[src/rtl/hdlc_rx_pkg.sv]
package hdlc_rx_pkg;

    typedef enum logic [1:0] {
        ST_HUNT,
        ST_SYNC,
        ST_FRAME
    } dfr_state_t;

    localparam logic [15:0] CRC_PRESET  = 16'hFFFF;
    localparam logic [15:0] CRC_RESIDUE = 16'hF0B8;
    localparam logic [15:0] CRC_POLY_R  = 16'h8408;

    // One byte of CRC-16 with reflected polynomial, bit 0 of the byte first.
    function automatic logic [15:0] crc16_byte(input logic [15:0] c, input logic [7:0] d);
        logic [15:0] r;
        r = c;
        for (int i = 0; i < 8; i++) begin
            if (r[0] ^ d[i]) r = (r >> 1) ^ CRC_POLY_R;
            else             r = r >> 1;
        end
        return r;
    endfunction

endpackage

[src/rtl/hdlc_rx_deframer.sv]
module hdlc_rx_deframer
    import hdlc_rx_pkg::*;
(
    input  logic       clk,
    input  logic       rst_n,
    input  logic       line_bit,
    input  logic       line_vld,
    output logic       byte_we,
    output logic [7:0] byte_data,
    output logic       frame_end,
    output logic       frame_drop
);

    dfr_state_t state_q, state_d;
    logic [2:0] ones_q;
    logic [2:0] bitcnt_q;
    logic [7:0] sr_q;
    logic [7:0] pend_q;

    logic hit_flag, hit_stuff, hit_abort, push, byte_full, aligned;

    always_comb begin
        hit_flag  = line_vld && !line_bit && (ones_q == 3'd6);
        hit_stuff = line_vld && !line_bit && (ones_q == 3'd5);
        hit_abort = line_vld &&  line_bit && (ones_q >= 3'd6);
        push      = line_vld && !hit_flag && !hit_stuff && !hit_abort
                    && (state_q != ST_HUNT);
        byte_full = push && (bitcnt_q == 3'd7);
        aligned   = (bitcnt_q == 3'd7);
    end

    // Next-state logic
    always_comb begin
        state_d = state_q;
        unique case (state_q)
            ST_HUNT: begin
                if (hit_flag) state_d = ST_SYNC;
            end
            ST_SYNC: begin
                if (hit_abort)      state_d = ST_HUNT;
                else if (hit_flag)  state_d = ST_SYNC;
                else if (byte_full) state_d = ST_FRAME;
            end
            ST_FRAME: begin
                if (hit_abort)     state_d = ST_HUNT;
                else if (hit_flag) state_d = ST_SYNC;
            end
            default: state_d = ST_HUNT;
        endcase
    end

    // State register and bit datapath
    always_ff @(posedge clk) begin
        if (!rst_n) begin
            state_q  <= ST_HUNT;
            ones_q   <= '0;
            bitcnt_q <= '0;
            sr_q     <= '0;
            pend_q   <= '0;
        end else begin
            state_q <= state_d;
            if (line_vld) begin
                if (line_bit) ones_q <= (ones_q == 3'd7) ? ones_q : ones_q + 3'd1;
                else          ones_q <= '0;
            end
            if (hit_flag || hit_abort) bitcnt_q <= '0;
            else if (push)             bitcnt_q <= bitcnt_q + 3'd1;
            if (push)      sr_q   <= {line_bit, sr_q[7:1]};
            if (byte_full) pend_q <= {line_bit, sr_q[7:1]};
        end
    end

    // Outputs: a byte is released one byte late, so flag bits never reach memory
    always_comb begin
        byte_data  = pend_q;
        frame_end  = (state_q == ST_FRAME) && hit_flag && aligned;
        frame_drop = (state_q == ST_FRAME) && (hit_abort || (hit_flag && !aligned));
        byte_we    = (state_q == ST_FRAME) && (byte_full || (hit_flag && aligned));
    end

    AST_STUFF_DROPPED: assert property (@(posedge clk) disable iff (!rst_n)
        (line_vld && !line_bit && ones_q == 3'd5) |=> $stable(bitcnt_q));
    AST_FLAG_REALIGNS: assert property (@(posedge clk) disable iff (!rst_n)
        (line_vld && !line_bit && ones_q == 3'd6) |=> (bitcnt_q == 3'd0 && state_q == ST_SYNC));
    AST_ABORT_HUNTS: assert property (@(posedge clk) disable iff (!rst_n)
        (line_vld && line_bit && ones_q >= 3'd6) |=> (state_q == ST_HUNT));

endmodule

[src/rtl/hdlc_rx_bank.sv]
module hdlc_rx_bank #(
    parameter int DEPTH = 32,
    parameter int AW    = $clog2(DEPTH)
) (
    input  logic          clk,
    input  logic          rst_n,
    input  logic          we,
    input  logic [AW-1:0] waddr,
    input  logic [7:0]    wdata,
    input  logic          ptr_clr,
    input  logic          rd_en,
    output logic [7:0]    rdata
);

    logic [7:0]    mem [DEPTH];
    logic [AW-1:0] rptr_q;

    always_ff @(posedge clk) begin
        if (we) mem[waddr] <= wdata;
    end

    always_ff @(posedge clk) begin
        if (!rst_n)       rptr_q <= '0;
        else if (ptr_clr) rptr_q <= '0;
        else if (rd_en)   rptr_q <= (rptr_q == AW'(DEPTH - 1)) ? '0 : rptr_q + 1'b1;
    end

    assign rdata = mem[rptr_q];

    AST_RPTR_CLEARED: assert property (@(posedge clk) disable iff (!rst_n)
        ptr_clr |=> (rptr_q == '0));

endmodule

[src/rtl/hdlc_rx_ctrl.sv]
module hdlc_rx_ctrl
    import hdlc_rx_pkg::*;
#(
    parameter int BUF_DEPTH = 32,
    parameter int SS7_LIMIT = 276,
    parameter int CW        = $clog2(BUF_DEPTH + 1)
) (
    input  logic          clk,
    input  logic          rst_n,
    input  logic          line_bit,
    input  logic          line_vld,
    input  logic          cfg_we,
    input  logic          cfg_addr,
    input  logic [7:0]    cfg_wdata,
    input  logic          rd0_en,
    output logic [7:0]    rd0_data,
    input  logic          rd1_en,
    output logic [7:0]    rd1_data,
    output logic          stat_buf,
    output logic [CW-1:0] stat_cnt,
    output logic          stat_crc_ok,
    output logic          irq_eom,
    input  logic          eom_ack,
    output logic          irq_ss7,
    input  logic          ss7_ack
);

    localparam int AW = $clog2(BUF_DEPTH);
    localparam int RW = $clog2(SS7_LIMIT + 2);

    logic          byte_we, frame_end, frame_drop;
    logic [7:0]    byte_data;
    logic          wr_sel_q;
    logic [RW-1:0] rx_cnt_q, cnt_nx;
    logic [15:0]   crc_q, crc_nx;
    logic [CW-1:0] stored_nx;
    logic          eom_ie_q, ss7_en_q;
    logic          bank_we;
    logic [1:0]    bk_rd_en;
    logic [7:0]    bk_rdata [2];

    hdlc_rx_deframer u_deframer (
        .clk        (clk),
        .rst_n      (rst_n),
        .line_bit   (line_bit),
        .line_vld   (line_vld),
        .byte_we    (byte_we),
        .byte_data  (byte_data),
        .frame_end  (frame_end),
        .frame_drop (frame_drop)
    );

    always_comb begin
        cnt_nx    = (rx_cnt_q == RW'(SS7_LIMIT + 1)) ? rx_cnt_q : rx_cnt_q + 1'b1;
        crc_nx    = crc16_byte(crc_q, byte_data);
        stored_nx = (cnt_nx >= RW'(BUF_DEPTH)) ? CW'(BUF_DEPTH) : CW'(cnt_nx);
        bank_we   = byte_we && (rx_cnt_q < RW'(BUF_DEPTH));
        bk_rd_en  = {rd1_en, rd0_en};
    end

    for (genvar g = 0; g < 2; g++) begin : g_bank
        hdlc_rx_bank #(.DEPTH(BUF_DEPTH), .AW(AW)) u_bank (
            .clk     (clk),
            .rst_n   (rst_n),
            .we      (bank_we && (wr_sel_q == 1'(g))),
            .waddr   (AW'(rx_cnt_q)),
            .wdata   (byte_data),
            .ptr_clr (frame_end && (wr_sel_q == 1'(g))),
            .rd_en   (bk_rd_en[g]),
            .rdata   (bk_rdata[g])
        );
    end

    assign rd0_data = bk_rdata[0];
    assign rd1_data = bk_rdata[1];

    // Frame accumulation, status and configuration
    always_ff @(posedge clk) begin
        if (!rst_n) begin
            wr_sel_q    <= 1'b0;
            rx_cnt_q    <= '0;
            crc_q       <= CRC_PRESET;
            stat_buf    <= 1'b0;
            stat_cnt    <= '0;
            stat_crc_ok <= 1'b0;
            eom_ie_q    <= 1'b0;
            ss7_en_q    <= 1'b0;
        end else begin
            if (cfg_we && !cfg_addr) eom_ie_q <= cfg_wdata[0];
            if (cfg_we &&  cfg_addr) ss7_en_q <= (cfg_wdata == 8'h01);
            if (frame_end) begin
                stat_buf    <= wr_sel_q;
                stat_cnt    <= stored_nx;
                stat_crc_ok <= (crc_nx == CRC_RESIDUE);
                wr_sel_q    <= ~wr_sel_q;
                rx_cnt_q    <= '0;
                crc_q       <= CRC_PRESET;
            end else if (frame_drop) begin
                rx_cnt_q    <= '0;
                crc_q       <= CRC_PRESET;
            end else if (byte_we) begin
                rx_cnt_q    <= cnt_nx;
                crc_q       <= crc_nx;
            end
        end
    end

    // Interrupt outputs
    always_ff @(posedge clk) begin
        if (!rst_n) begin
            irq_eom <= 1'b0;
            irq_ss7 <= 1'b0;
        end else begin
            if (frame_end && eom_ie_q) irq_eom <= 1'b1;
            else if (eom_ack)          irq_eom <= 1'b0;
            if (byte_we && ss7_en_q && rx_cnt_q == RW'(SS7_LIMIT)) irq_ss7 <= 1'b1;
            else if (ss7_ack)                                       irq_ss7 <= 1'b0;
        end
    end

    AST_EOM_NEEDS_ENABLE: assert property (@(posedge clk) disable iff (!rst_n)
        $rose(irq_eom) |-> $past(eom_ie_q));
    AST_SS7_NEEDS_ENABLE: assert property (@(posedge clk) disable iff (!rst_n)
        $rose(irq_ss7) |-> $past(ss7_en_q));
    AST_POST_FLIPS_BANK: assert property (@(posedge clk) disable iff (!rst_n)
        frame_end |=> (stat_buf != wr_sel_q));
    AST_COUNT_CAPPED: assert property (@(posedge clk) disable iff (!rst_n)
        stat_cnt <= CW'(BUF_DEPTH));

endmodule

[config.mk]
export PLATFORM = sky130hd
export DESIGN_NAME = hdlc_rx_ctrl
export DESIGN_NICKNAME = d
export VERILOG_FILES = /design/src/rtl/hdlc_rx_pkg.sv /design/src/rtl/hdlc_rx_deframer.sv /design/src/rtl/hdlc_rx_bank.sv /design/src/rtl/hdlc_rx_ctrl.sv
export SDC_FILE = /design/constraint.sdc
export NUM_CORES = 1
export LEC_CHECK = 0
export ABC_AREA = 1
export BUFFER_PORTS_ARGS = -buffer_cell sky130_fd_sc_hd__buf_4
export CORE_MARGIN = 2
export CORE_UTILIZATION = 57
export DETAILED_ROUTE_END_ITERATION = 16
export GPL_TIMING_DRIVEN = 1
export PLACE_DENSITY = 0.76
export SETUP_SLACK_MARGIN = 0.3
export SLEW_MARGIN = 20
export SYNTH_ARGS = -nofsm -noshare
export SYNTH_HDL_FRONTEND = slang
export SYNTH_HIERARCHICAL = 1
export SYNTH_SLANG_ARGS = --single-unit
[constraint.sdc]
create_clock -name clk -period 3.38 [get_ports clk]
set_clock_uncertainty 0.15 [all_clocks]
set_input_delay 0.507 -clock clk [delete_from_list [all_inputs] [get_ports clk]]
set_output_delay 0.507 -clock clk [all_outputs]
set_load 0.05 [all_outputs]
==> flow_metrics.tcl <==
set metrics [dict create \
    status "finished, final reports clean" \
    rsz0062_at_grt "no" \
    power_leakage_uw 0.0112 \
    worstPathArrival_ns 2.37 \
    r2r_setup_slack_ns 0.45 \
    clk-insertion-delay-late_ns 0.60 \
    min_path_type "primary input to register" \
    totalNegativeSetupSlack_ns 0 \
    drt-initial-drc-count 2295 \
    num_vias 18230 \
    setup-violations-final 0 \
    cts_buffers 56 \
    final_cells 3100 \
    ys_seq_area_frac 0.676 \
    reg2reg_from "u_deframer/ones_q[0]" \
    peakVddDrop_v 0.000404 \
    layout.nets 2501 \
    syn_to_final_growth_pct 13.6 \
    drc 0 \
    grt_pass1_wl_mm 94.0 \
    r2r_end "g_bank[0].u_bank/mem[0][1]" \
    antenna_cells 0 \
    cts_tree "done" \
    core_area_um2 43300 \
    grt_max_degree 129 \
    hold_depth 3 \
    cp-start-kind "register" \
    setup_ws_ns 0.353 \
    period_minus_slack_ns 3.03 \
    grt_pass1_vias 17379 \
    cp_data_required_time_ns 2.72 \
    nFillCells 3066 \
    dp_hpwl_mm 35.7 \
    reg2reg_depth 14 \
    endpoint_kind "output port" \
    gr-total-overflow 0 \
    gp_congestion 0.847 \
    htree_levels 2 \
    finalCritPeriodShare 0.896 \
    die_h_um 214 \
    slew_headroom 0.339 \
    die-area_um2 45800 \
    slew_violations 0 \
    cts_buffer_depth 3 \
    syn_area_um2 25100 \
    cts.clk_slew.worst_paths_ns 0.06 \
    placement.io_buffers 43 \
    routedWlPerCell_um 20.2 \
    clk_root_buffer_cell "clkbuf_16" \
    drive_above_1_share 0.119 \
    hold_start "cfg_wdata[0]" \
    first_pass_iters 5 \
    ant_nets 0 \
    die_w_um 214 \
    initial_core_util 0.581 \
    max_freq_ghz 0.330 \
    ys_ff_latch 593 \
    worst_slew_pin_slew_ns 0.991 \
    yosysWarnings 6 \
    drt_wl_total_mm 62.6 \
    synth_cell_type_count 38 \
    cp_max_fo 32 \
    cap_viol_max_count 0 \
    synth_fp_nets 2401 \
    vias_per_cell 5.88 \
    path_class "register to output port" \
    syn_inst 2370 \
    clock_sinks 593 \
    row_count 76 \
    multi_input_area_um2 7030 \
    boundaryPins 44 \
    pre_cts_ws_ns 0.152 \
    layout.area.seq_um2 17000 \
    syn_avg_cell_area_um2 10.6 \
    grt_use_total 0.262 \
    hold_viol_final 0 \
    min_to "eom_ie_q" \
    place_inst 2976 \
    antenna_found_initial 0 \
    powerDensity_nw_per_um2 540 \
]
==> worst max-delay path, cell delays in order (launching register included) <==
cell and delay, ns:
dfxtp_4 0.40, inv_6 0.16, clkbuf_16 0.26, nand2_1 0.08
nand3_1 0.08, nand3_1 0.15, nand2_1 0.13, nand2_1 0.08
nand2_1 0.07, nand2_1 0.05, nand2_1 0.09, buf_4 0.20
==> what timing repair did <==
action	in CTS	in global routing
gates resized for setup	13	26
buffers inserted	1	9
hold buffers	3	0
cloned	1	7
hold endpoints to repair	3	0
setup endpoints to repair	88	512
==> cell families (layout without fill, tap and decap cells) <==
| logic type | Yosys count | in the layout | synth area share |
|---|---|---|---|
| buf+inv | 213 | 358 | 0.0492 |
| fa+ha+maj | 13 | 13 | 0.00647 |
| simple gates | 1451 | 1451 | 0.244 |
| flops | 593 | 593 | 0.676 |
| xor+xnor | 13 | 13 | 0.00453 |
| compound gates | 87 | 87 | 0.0191 |
==> synth_stat cells <==
| library cell | count | area share |
|---|---|---|
| nand2_1 | 847 | 0.13 |
| edfxtp_1 | 512 | 0.61 |
| nand3_1 | 429 | 0.085 |
| nor2_1 | 132 | 0.020 |
| inv_1 | 91 | 0.014 |
| dfxtp_1 | 81 | 0.065 |
| buf_6 | 49 | 0.022 |
| a21oi_1 | 38 | 0.0076 |
| o21ai_0 | 35 | 0.0070 |
| buf_2 | 31 | 0.0062 |
| clkbuf_1 | 24 | 0.0036 |
| ha_1 | 13 | 0.0065 |
| nor3_1 | 11 | 0.0022 |
| xor2_1 | 10 | 0.0035 |
| buf_4 | 8 | 0.0024 |
| inv_2 | 8 | 0.0012 |
| nand4_1 | 7 | 0.0017 |
| o211ai_1 | 7 | 0.0021 |
| nor2_2 | 5 | 0.0012 |
| nand3_2 | 4 | 0.0016 |
| nor4_1 | 4 | 0.0010 |
| xnor2_1 | 3 | 0.0010 |
| buf_1 | 2 | 0.00030 |
| nand2_2 | 2 | 0.00050 |
| nand3b_1 | 2 | 0.00060 |
| nor2_4 | 2 | 0.00090 |
| nor3b_1 | 2 | 0.00060 |
| a211oi_1 | 1 | 0.00030 |
| a21boi_0 | 1 | 0.00030 |
| a21oi_4 | 1 | 0.00065 |
| a311oi_1 | 1 | 0.00035 |
| a32oi_1 | 1 | 0.00035 |
| nand3_4 | 1 | 0.00070 |
| nor3_2 | 1 | 0.00040 |
| nor3_4 | 1 | 0.00065 |
| nor4_2 | 1 | 0.00050 |
| o21ai_1 | 1 | 0.00020 |
| o21bai_1 | 1 | 0.00030 |
==> worst max path at each step <==
stage	cells after the start	end
floorplan	11	g_bank[0].u_bank/mem[9][0]
global placement	11	g_bank[1].u_bank/mem[13][2]
detailed placement	10	g_bank[1].u_bank/mem[21][5]
CTS	13	g_bank[1].u_bank/mem[9][7]
global route	11	rd1_data[7]
finish	11	rd0_data[3]
==> layer usage <==
metal / global-route usage / wire length, um / vias up / share of wire
li1: - / - / 8289 / -
met1: 0.358 / 24300 / 8655 / 0.39
met2: 0.426 / 29800 / 1122 / 0.48
met3: 0.0429 / 6460 / 164 / 0.10
met4: 0.102 / 1980 / 0 / 0.032
met5: 0 / 0 / - / 0
==> per-stage QoR <==
stage | hold slack (ns) | power (uW) | util | area, um^2
floorplan | 0.293 | 8730 | - | 25200
CTS | 0.0357 | 15400 | 0.652 | 28200
global route | 0.0820 | 15800 | 0.660 | 28500
finish | 0.0635 | 15400 | 0.660 | 28500
global placement | 0.306 | 8900 | 0.604 | 26200
detailed placement | 0.312 | 8910 | 0.604 | 26200
==> final cells by class <==
type | count | area share
timing repair inverter | 1 | 0.000307
timing repair buffer | 155 | 0.0496
clock buffer | 66 | 0.0542
clock inverter | 37 | 0.0137
tap | 585 | 0.0257
multi-input combinational | 1564 | 0.246
inverter | 99 | 0.0139
sequential | 593 | 0.596
==> state kept, by name, summed over array words and instances, names as in the netlist, named ones only <==
register              flops
g_bank.u_bank/mem       512
crc_q                    16
g_bank.u_bank/rptr_q     10
rx_cnt_q                  9
u_deframer/byte_data      8
u_deframer/sr_q           7
stat_cnt                  6
u_deframer/bitcnt_q       3
u_deframer/ones_q         3
u_deframer/state_q        2
eom_ie_q                  1
irq_eom                   1
irq_ss7                   1
ss7_en_q                  1
stat_buf                  1
stat_crc_ok               1
wr_sel_q                  1
==> cell usage in the layout, fill, tap and decap left out, drive strengths merged <==
| cell type | instances |
|---|---|
| nand2 | 849 |
| edfxtp | 512 |
| nand3 | 434 |
| buf | 145 |
| nor2 | 139 |
| inv | 100 |
| dfxtp | 81 |
| clkbuf | 73 |
| a21oi | 39 |
| o21ai | 36 |
| clkinv | 24 |
| ha | 13 |
| nor3 | 13 |
| xor2 | 10 |
| bufinv | 8 |
| o211ai | 7 |
| nand4 | 7 |
| clkinvlp | 5 |
| nor4 | 5 |
| xnor2 | 3 |
| dlygate4sd3 | 3 |
| nand3b | 2 |
| nor3b | 2 |
| a311oi | 1 |
| a32oi | 1 |
| o21bai | 1 |
| a21boi | 1 |
| a211oi | 1 |
==> where the power goes <==
group	switching [uW]	leakage, uW	total (uW)	internal, uW
clock network	2660	0.000940	6530	3870
logic	702	0.00426	1010	310
registers	24.8	0.00601	7870	7840
total	3390	0.0112	15400	12000
No activity file was read; power rests on OpenSTA's default activity.
